## src/rtl/sig16_pkg.sv

```systemverilog
package sig16_pkg;
   typedef struct packed {
      logic line_ais;
      logic force_sig;
      logic auto_sig;
      logic nib_fill;
   } sig16_ctl_t;
endpackage

```

## src/rtl/sig16_slot_match.sv

```systemverilog
module sig16_slot_match #(
   parameter int SLOT_W   = 5,
   parameter int SIG_SLOT = 16
) (
   input  logic [SLOT_W-1:0] slot,
   output logic              hit
);
   localparam logic [SLOT_W-1:0] SigIdx = SLOT_W'(SIG_SLOT);
   assign hit = (slot == SigIdx);
endmodule

```

## src/rtl/sig16_nibble_fill.sv

```systemverilog
module sig16_nibble_fill #(
   parameter int DATA_W = 8
) (
   input  logic [DATA_W-1:0] din,
   output logic [DATA_W-1:0] dout
);
   localparam int NibN = DATA_W / 4;

   for (genvar g = 0; g < NibN; g++) begin : g_nib
      assign dout[g*4 +: 4] = (din[g*4 +: 4] == 4'h0) ? 4'hF : din[g*4 +: 4];
   end
endmodule

```

## src/rtl/sig16_byte_rule.sv

```systemverilog
module sig16_byte_rule
   import sig16_pkg::*;
#(
   parameter int DATA_W = 8
) (
   input  logic [DATA_W-1:0] din,
   input  logic              sig_hit,
   input  sig16_ctl_t        ctl,
   input  logic              mf_lost,
   output logic [DATA_W-1:0] dout
);
   logic [DATA_W-1:0] filled;
   logic              all_ones;
   logic              do_fill;

   sig16_nibble_fill #(.DATA_W(DATA_W)) u_fill (
      .din  (din),
      .dout (filled)
   );

   always_comb begin
      all_ones = ctl.line_ais
               | (sig_hit & (ctl.force_sig | (ctl.auto_sig & mf_lost)));
      do_fill  = sig_hit & ctl.nib_fill;
      if (all_ones)     dout = '1;
      else if (do_fill) dout = filled;
      else              dout = din;
   end
endmodule

```

## src/rtl/sig16_out_stage.sv

```systemverilog
module sig16_out_stage #(
   parameter int DATA_W = 8,
   parameter int SLOT_W = 5
) (
   input  logic              clk,
   input  logic              rst_n,
   input  logic              d_vld,
   input  logic [DATA_W-1:0] d_byte,
   input  logic [SLOT_W-1:0] d_slot,
   output logic              q_vld,
   output logic [DATA_W-1:0] q_byte,
   output logic [SLOT_W-1:0] q_slot
);
   always_ff @(posedge clk or negedge rst_n) begin
      if (!rst_n) begin
         q_vld  <= 1'b0;
         q_byte <= '0;
         q_slot <= '0;
      end else begin
         q_vld <= d_vld;
         if (d_vld) begin
            q_byte <= d_byte;
            q_slot <= d_slot;
         end
      end
   end
endmodule

```

## src/rtl/sig16_conditioner.sv

```systemverilog
module sig16_conditioner
   import sig16_pkg::*;
#(
   parameter int DATA_W    = 8,
   parameter int SLOT_W    = 5,
   parameter int NUM_SLOTS = 32,
   parameter int SIG_SLOT  = 16
) (
   input  logic              clk,
   input  logic              rst_n,
   input  logic              in_vld,
   input  logic [DATA_W-1:0] in_byte,
   input  logic [SLOT_W-1:0] in_slot,
   input  logic              ctl_force_sig_ais,
   input  logic              ctl_auto_sig_ais,
   input  logic              ctl_line_ais,
   input  logic              ctl_nib_fill,
   input  logic              st_mf_lost,
   output logic              out_vld,
   output logic [DATA_W-1:0] out_byte,
   output logic [SLOT_W-1:0] out_slot
);
   localparam int SlotSpan = 1 << SLOT_W;

   if (DATA_W % 4 != 0 || DATA_W < 4) begin : g_bad_width
      $error("DATA_W must be a positive multiple of 4");
   end
   if (NUM_SLOTS > SlotSpan || SIG_SLOT >= NUM_SLOTS) begin : g_bad_slot
      $error("slot parameters out of range");
   end

   sig16_ctl_t        ctl;
   logic              sig_hit;
   logic [DATA_W-1:0] cond_byte;

   assign ctl = '{line_ais:  ctl_line_ais,
                  force_sig: ctl_force_sig_ais,
                  auto_sig:  ctl_auto_sig_ais,
                  nib_fill:  ctl_nib_fill};

   sig16_slot_match #(.SLOT_W(SLOT_W), .SIG_SLOT(SIG_SLOT)) u_match (
      .slot (in_slot),
      .hit  (sig_hit)
   );

   sig16_byte_rule #(.DATA_W(DATA_W)) u_rule (
      .din     (in_byte),
      .sig_hit (sig_hit),
      .ctl     (ctl),
      .mf_lost (st_mf_lost),
      .dout    (cond_byte)
   );

   sig16_out_stage #(.DATA_W(DATA_W), .SLOT_W(SLOT_W)) u_out (
      .clk    (clk),
      .rst_n  (rst_n),
      .d_vld  (in_vld),
      .d_byte (cond_byte),
      .d_slot (in_slot),
      .q_vld  (out_vld),
      .q_byte (out_byte),
      .q_slot (out_slot)
   );
endmodule

```

## config.mk

```make
export PLATFORM = sky130hd
export DESIGN_NAME = sig16_conditioner
export DESIGN_NICKNAME = d
export VERILOG_FILES = /design/src/rtl/sig16_pkg.sv /design/src/rtl/sig16_slot_match.sv /design/src/rtl/sig16_nibble_fill.sv /design/src/rtl/sig16_byte_rule.sv /design/src/rtl/sig16_out_stage.sv /design/src/rtl/sig16_conditioner.sv
export SDC_FILE = /design/constraint.sdc
export NUM_CORES = 1
export LEC_CHECK = 0
export BUFFER_PORTS_ARGS = -buffer_cell sky130_fd_sc_hd__buf_4
export CAP_MARGIN = 30
export CORE_MARGIN = 5
export CORE_UTILIZATION = 30
export CTS_CLUSTER_SIZE = 28
export DETAILED_ROUTE_END_ITERATION = 10
export GPL_TIMING_DRIVEN = 0
export HOLD_SLACK_MARGIN = 0.15
export SYNTH_ARGS = -nofsm -noshare
export SYNTH_HDL_FRONTEND = slang
export SYNTH_SLANG_ARGS = --single-unit
```

## constraint.sdc

```tcl
create_clock -name clk -period 0.85 [get_ports clk]
set_clock_uncertainty 0.15 [all_clocks]
set_input_delay 0.17 -clock clk [delete_from_list [all_inputs] [get_ports clk]]
set_output_delay 0.17 -clock clk [all_outputs]
set_load 0.1 [all_outputs]
```

==> results.sh, run 1 <==
export IMPL_area_growth_pct=108
export IMPL_synthMuxAreaShare_pct=7.79
export IMPL_cp_end_kind="output pin"
export IMPL_cts_tree="yes"
export IMPL_status="complete, but fails checks"
export IMPL_avgViaCountPerCell=5.10
export IMPL_fin_crit_ps=1290
export IMPL_pin_count=35
export IMPL_mostFrequentLayoutCell="buf_4"
export IMPL_synth_top_cells_by_area="dfrtp_1 48%, or3b_1 9.7%, a211oi_1 8.3%"
export IMPL_n_antenna_cell=0
export IMPL_clk_pin_slew_worst_paths_ps=100
export IMPL_synth_compound_area_share_pct=14.9
export IMPL_clockRootBuffer="clkbuf_4"
export IMPL_crit_family="flip-flops"
export IMPL_regToRegSetupSlack_ps=-190
export IMPL_nets=133
export IMPL_cpPeakStageDelay_ps=510
export IMPL_synth_xor_area_share_pct=0
export IMPL_start_kind="register"
export IMPL_min_path_cells=2
export IMPL_synth_top_cell_area_share_pct=48.4
export IMPL_start_util_pct=32.1
export IMPL_worst_slew_pin_slew_ps=563
export IMPL_hold_viol=4
export IMPL_vias=709
export IMPL_multiInputGateArea_um2=490
export IMPL_drt_iter0_markers=7
export IMPL_synth_cell_types=14
export IMPL_timing_rr_end="u_out.q_slot[0]$_DFFE_PN0P_"
export IMPL_yosys_warnings=0
export IMPL_min_from="in_slot[3]"
export IMPL_portBuffers=33
export IMPL_wl_per_cell_um=16.3
export IMPL_fill_cells=180
export IMPL_core_area_um2=2250
export IMPL_grt_max_degree=15
export IMPL_violations="hold timing, setup timing"
export IMPL_design_area_um2=1500
export IMPL_fp_dieW_um=59.1
export IMPL_rows=17
export IMPL_worst_r2r_path_depth=1
export IMPL_setup_viol=27
export IMPL_grt_pass1_vias=781
export IMPL_insertion_delay_ps=280
export IMPL_antenna_found_initial=0
export IMPL_cap_violations=0
export IMPL_finalSetupTns_ps=-7510
export IMPL_period_share_pct=151
export IMPL_htreeDepth=1
export IMPL_grt_overflow=0
export IMPL_hold_class="in -> reg"
export IMPL_place_hpwl_mm=1.51
export IMPL_drv_slew=0
export IMPL_crit_required_ps=530
export IMPL_drc_errors=0
export IMPL_syn_nets=88
export IMPL_r2r_start="u_out.q_slot[0]$_DFFE_PN0P_"
export IMPL_crit_chain="buf_12"
export IMPL_synth_seq_cells=14
export IMPL_fin_hold_ws_ps=-21.3
export IMPL_synth_top_family_by_area="simple AND/OR/NAND/NOR gates"
export IMPL_synthAdderAreaFrac_pct=0
export IMPL_ctsHoldBuffers=2
export IMPL_syn_cell_area_um2=723
export IMPL_worst_hold_path_endpoint="u_out.q_slot[3]$_DFFE_PN0P_"
export IMPL_cp_buffers_inverters=1
export IMPL_max_freq_mhz=777
export IMPL_worstPathArrival_ps=970
export IMPL_seq_area_frac_synth_pct=48.4
export IMPL_dr_pass1_iters=2
export IMPL_dpl_instance_area_um2=1140
export IMPL_grt_use_total_pct=13.8
export IMPL_numCtsBuffers=3
export IMPL_wl_mm=2.27
export IMPL_avgSynthCellArea_um2=10.8
export IMPL_ir_worst_vdd_v=0.00102
export IMPL_regArea_um2=403
export IMPL_yosys_area_share_simple_pct=26.1
export IMPL_max_slew_margin_pct=62.5
export IMPL_die_height_um=59.1
export IMPL_syn_inst=67
export IMPL_rsz0062_at_grt="true"
export IMPL_path_class="reg -> out"
export IMPL_grt_pass1_wl_mm=3.63
export IMPL_detail_route_antenna_nets=0
export IMPL_synth_top_area_cell="dfrtp_1"
export IMPL_fin_ws_ps=-437
export IMPL_cts_sinks=14
export IMPL_path_max_fanout=2
export IMPL_drive_gt1_share_pct=86.5
export IMPL_final_cell_mix="17 x buf_4, 14 x buf_12, 14 x dfrtp_4"
export IMPL_dieArea_um2=3490
export IMPL_cp_slowest_cell="dfrtp_4"
export IMPL_p_leak_nw=0.582
export IMPL_gp_congestion=0.717
export IMPL_cts_buffer_depth=2
export IMPL_power_density_nw_per_um2=1650
export IMPL_post_place_ws_ps=-499
[sequential cells by signal (all words and copies together), names as in the netlist]
signal	flops
u_out.q_vld	1
u_out.q_slot	5
u_out.q_byte	8
[power by group]
group	total, W	leakage, nW	internal, W	switching, W
clock network	0.000501	0.0210	0.000261	0.000240
registers	0.000848	0.145	0.000775	0.0000732
logic	0.00113	0.416	0.000445	0.000689
total	0.00248	0.582	0.00148	0.00100
[cells in the mapped netlist]
| library cell | n |
|---|---|
| nor4b_4 | 1 |
| a211oi_1 | 8 |
| buf_1 | 1 |
| inv_1 | 1 |
| or3b_1 | 8 |
| nor4_2 | 2 |
| a21oi_1 | 8 |
| buf_2 | 1 |
| nor3_1 | 8 |
| buf_4 | 1 |
| nor2_1 | 8 |
| a21o_1 | 1 |
| dfrtp_1 | 14 |
| mux2_2 | 5 |
[cell type report]
cell class	count	share of cell area [%]
Sequential cell	14	26.8
Multi-Input combinational cell	49	32.6
Clock buffer	4	2.41
Buffer	3	1.58
Timing Repair Buffer	40	34.0
Tap cell	28	2.33
Inverter	1	0.250
[worst max path at each step]
| stage | start | to | cells past startpoint |
|---|---|---|---|
| 6_report | u_out.q_byte[3]$_DFFE_PN0P_ | out_byte[3] | 1 |
| 5_1_grt | u_out.q_slot[0]$_DFFE_PN0P_ | out_slot[0] | 1 |
| 4_1_cts | u_out.q_byte[3]$_DFFE_PN0P_ | out_byte[3] | 1 |
| 3_5_place_dp | in_slot[2] | u_out.q_byte[2]$_DFFE_PN0P_ | 4 |
| 3_3_place_gp | in_slot[2] | u_out.q_byte[2]$_DFFE_PN0P_ | 4 |
| 2_1_floorplan | u_out.q_slot[0]$_DFFE_PN0P_ | u_out.q_slot[0]$_DFFE_PN0P_ | 1 |
[stage by stage]
stage	power, W	hold slack [ps]	instances	utilization [%]
global placement	0.00172	-121	128	50.4
floorplan	0.00148	-276	67	-
CTS	0.00247	-24.7	138	63.8
detailed placement	0.00173	-117	128	50.4
global route	0.00259	-39.3	139	66.6
finish	0.00248	-21.3	139	66.6
[cells by family after synthesis]
logic type	after synthesis
simple gates	27
compound gates	17
mux	5
flops	14
buf+inv	4
[metal layers]
metal  vias up  GRT usage, %  wire length (um)
li1        339             -                 -
met1       352          15.0               853
met2        18          25.6              1250
met3         0          4.14               159
met4         0          3.88                 0
met5         -             0                 0
[repair_timing]
| item | CTS | global route |
|---|---|---|
| setup endpoints to repair | 27 | 27 |
| pin swaps | 6 | 10 |
| resized for setup | 53 | 13 |
| setup buffers | 4 | 1 |
| hold endpoints to repair | 22 | 23 |
No activity file was read; power rests on OpenSTA's default activity.
==> run 2: changes to the inputs <==
==> constraint.sdc (replaced) <==
create_clock -name clk -period 0.85 [get_ports clk]
set_clock_uncertainty 0.15 [all_clocks]
set_input_delay 0.085 -clock clk [delete_from_list [all_inputs] [get_ports clk]]
set_output_delay 0.085 -clock clk [all_outputs]
set_load 0.02 [all_outputs]
==> results.sh, run 2 (synthesis gave the netlist of run 1 again) <==
export IMPL_crit_required_ps=610
export IMPL_p_leak_nw=0.540
export IMPL_timing_rr_end="u_out.q_slot[0]$_DFFE_PN0P_"
export IMPL_htreeDepth=1
export IMPL_power_switching_w=0.000538
export IMPL_crit_chain="buf_6"
export IMPL_post_place_ws_ps=-402
export IMPL_numCtsBuffers=3
export IMPL_worst_hold_path_endpoint="u_out.q_slot[4]$_DFFE_PN0P_"
export IMPL_grt_pass1_vias=738
export IMPL_clockRootBuffer="clkbuf_4"
export IMPL_fin_hold_ws_ps=-104
export IMPL_cp_buffers_inverters=1
export IMPL_grt_overflow=0
export IMPL_dieArea_um2=3490
export IMPL_crit_family="flip-flops"
export IMPL_antenna_found_initial=0
export IMPL_final_core_util_pct=58.0
export IMPL_regToRegSetupSlack_ps=-90
export IMPL_r2r_start="u_out.q_slot[0]$_DFFE_PN0P_"
export IMPL_fp_dieW_um=59.1
export IMPL_top_register="u_out.q_byte"
export IMPL_cap_violations=0
export IMPL_wl_mm=1.96
export IMPL_power_density_nw_per_um2=1410
export IMPL_setup_viol=23
export IMPL_core_area_um2=2250
export IMPL_gp_congestion=0.714
export IMPL_max_slew_margin_pct=65.1
export IMPL_die_height_um=59.1
export IMPL_worst_slew_pin_slew_ps=523
export IMPL_mostFrequentLayoutCell="buf_4"
export IMPL_nets=135
export IMPL_dpl_instance_area_um2=1080
export IMPL_stdcell_count=141
export IMPL_hold_class="in -> reg"
export IMPL_ir_worst_vdd_v=0.00112
export IMPL_rows=17
export IMPL_max_freq_mhz=933
export IMPL_design_area_um2=1310
export IMPL_start_util_pct=32.1
export IMPL_drv_slew=0
export IMPL_cts_sinks=14
export IMPL_power_frac_clock_pct=26.4
export IMPL_fill_cells=192
export IMPL_grt_max_degree=15
export IMPL_drive_gt1_share_pct=72.6
export IMPL_period_share_pct=126
export IMPL_cts_buffer_depth=2
export IMPL_hold_viol=6
export IMPL_largest_register_ffs=8
export IMPL_clk_pin_slew_worst_paths_ps=90
export IMPL_cp_slowest_cell="dfrtp_2"
export IMPL_fin_crit_ps=1070
export IMPL_final_cell_mix="22 x buf_4, 18 x buf_6, 9 x dfrtp_1"
export IMPL_p_comb_share_pct=31.2
export IMPL_vias=681
export IMPL_p_int_w=0.00131
export IMPL_cp_end_kind="output pin"
export IMPL_worst_r2r_path_depth=1
export IMPL_cpPeakStageDelay_ps=420
export IMPL_path_class="reg -> out"
export IMPL_detail_route_antenna_nets=0
export IMPL_switching_share_pct=29.1
export IMPL_ctsHoldBuffers=1
export IMPL_worstPathArrival_ps=840
export IMPL_area_growth_pct=80.8
export IMPL_drc_errors=0
export IMPL_grt_pass1_wl_mm=3.19
export IMPL_status="complete, but fails checks"
export IMPL_rsz0062_at_grt="true"
export IMPL_violations="hold timing, setup timing"
export IMPL_fin_ws_ps=-221
export IMPL_start_kind="register"
export IMPL_dr_pass1_iters=3
export IMPL_dp_cells=128
export IMPL_path_max_fanout=2
export IMPL_n_antenna_cell=0
export IMPL_grt_use_total_pct=11.8
export IMPL_drt_iter0_markers=7
export IMPL_insertion_delay_ps=280
export IMPL_biggestRegsByFlops="u_out.q_byte: 8 flops, u_out.q_slot: 5 flops, u_out.q_vld: 1 flops"
export IMPL_wl_per_cell_um=13.9
export IMPL_min_from="in_slot[4]"
export IMPL_min_path_cells=2
export IMPL_pin_count=35
export IMPL_portBuffers=33
export IMPL_avgViaCountPerCell=4.83
export IMPL_cts_tree="yes"
export IMPL_seqPwrFrac_pct=42.5
## run 2: cell types whose count changed in the layout (fill, tap and decap cells not counted)
| cell | before | now |
|---|---|---|
| dfrtp_1 | 0 | 9 |
| a21oi_1 | 0 | 5 |
| buf_4 | 17 | 22 |
| a21oi_2 | 8 | 3 |
| nor2_1 | 8 | 7 |
| buf_12 | 14 | 0 |
| dfrtp_2 | 0 | 5 |
| dlygate4sd3_1 | 2 | 1 |
| nor3_2 | 6 | 2 |
| nor2_4 | 0 | 1 |
| dfrtp_4 | 14 | 0 |
| buf_6 | 6 | 18 |
| nor3_1 | 2 | 6 |
## run 2: area by class of cell
cell class | count | area, um2 | area share (%)
buffer | 3 | 23.8 | 1.82
clock buffer | 4 | 36.3 | 2.78
inverter | 1 | 3.75 | 0.287
multi-input combinational | 49 | 459 | 35.1
sequential | 14 | 357 | 27.3
tap | 28 | 35.0 | 2.68
timing repair buffer | 42 | 393 | 30.0
## run 2: power by group through the flow
stage               Combinational [W]  Sequential [W]  Clock (W)
floorplan                    0.000149        0.000866          0
global placement             0.000471        0.000782          0
detailed placement           0.000476        0.000785          0
CTS                          0.000550        0.000784   0.000506
global route                 0.000614        0.000794   0.000524
finish                       0.000576        0.000785   0.000487
## run 2: timing repair
action	4_1_cts	5_1_grt
hold endpoints to repair	28	28
pin swaps	6	10
resized for setup	20	12
buffers inserted	5	3
setup endpoints to repair	27	27
## run 2: worst max path at each step
stage / start / to / slack, ps / cells after the start
detailed placement: in_slot[2] / u_out.q_byte[3]$_DFFE_PN0P_ / -400 / 4
finish: u_out.q_slot[2]$_DFFE_PN0P_ / out_slot[2] / -220 / 1
CTS: u_out.q_slot[2]$_DFFE_PN0P_ / out_slot[2] / -230 / 1
floorplan: in_vld / u_out.q_byte[7]$_DFFE_PN0P_ / -160 / 4
global placement: in_slot[2] / u_out.q_byte[2]$_DFFE_PN0P_ / -410 / 4
global route: u_out.q_slot[2]$_DFFE_PN0P_ / out_slot[2] / -250 / 1
## run 2: stage by stage
step	total power [W]	hold slack [ps]	TNS (ps)
finish	0.00185	-104	-3360
global route	0.00193	-104	-4030
CTS	0.00184	-239	-3540
detailed placement	0.00126	-206	-3850
global placement	0.00125	-207	-3780
floorplan	0.00101	-361	-1830
## run 2: layer usage
metal / vias to the layer above / track usage [%] / wire (um)
li1: 343 / - / -
met1: 310 / 14.2 / 843
met2: 24 / 19.2 / 889
met3: 4 / 3.49 / 186
met4: 0 / 5.83 / 39
met5: - / 0 / 0
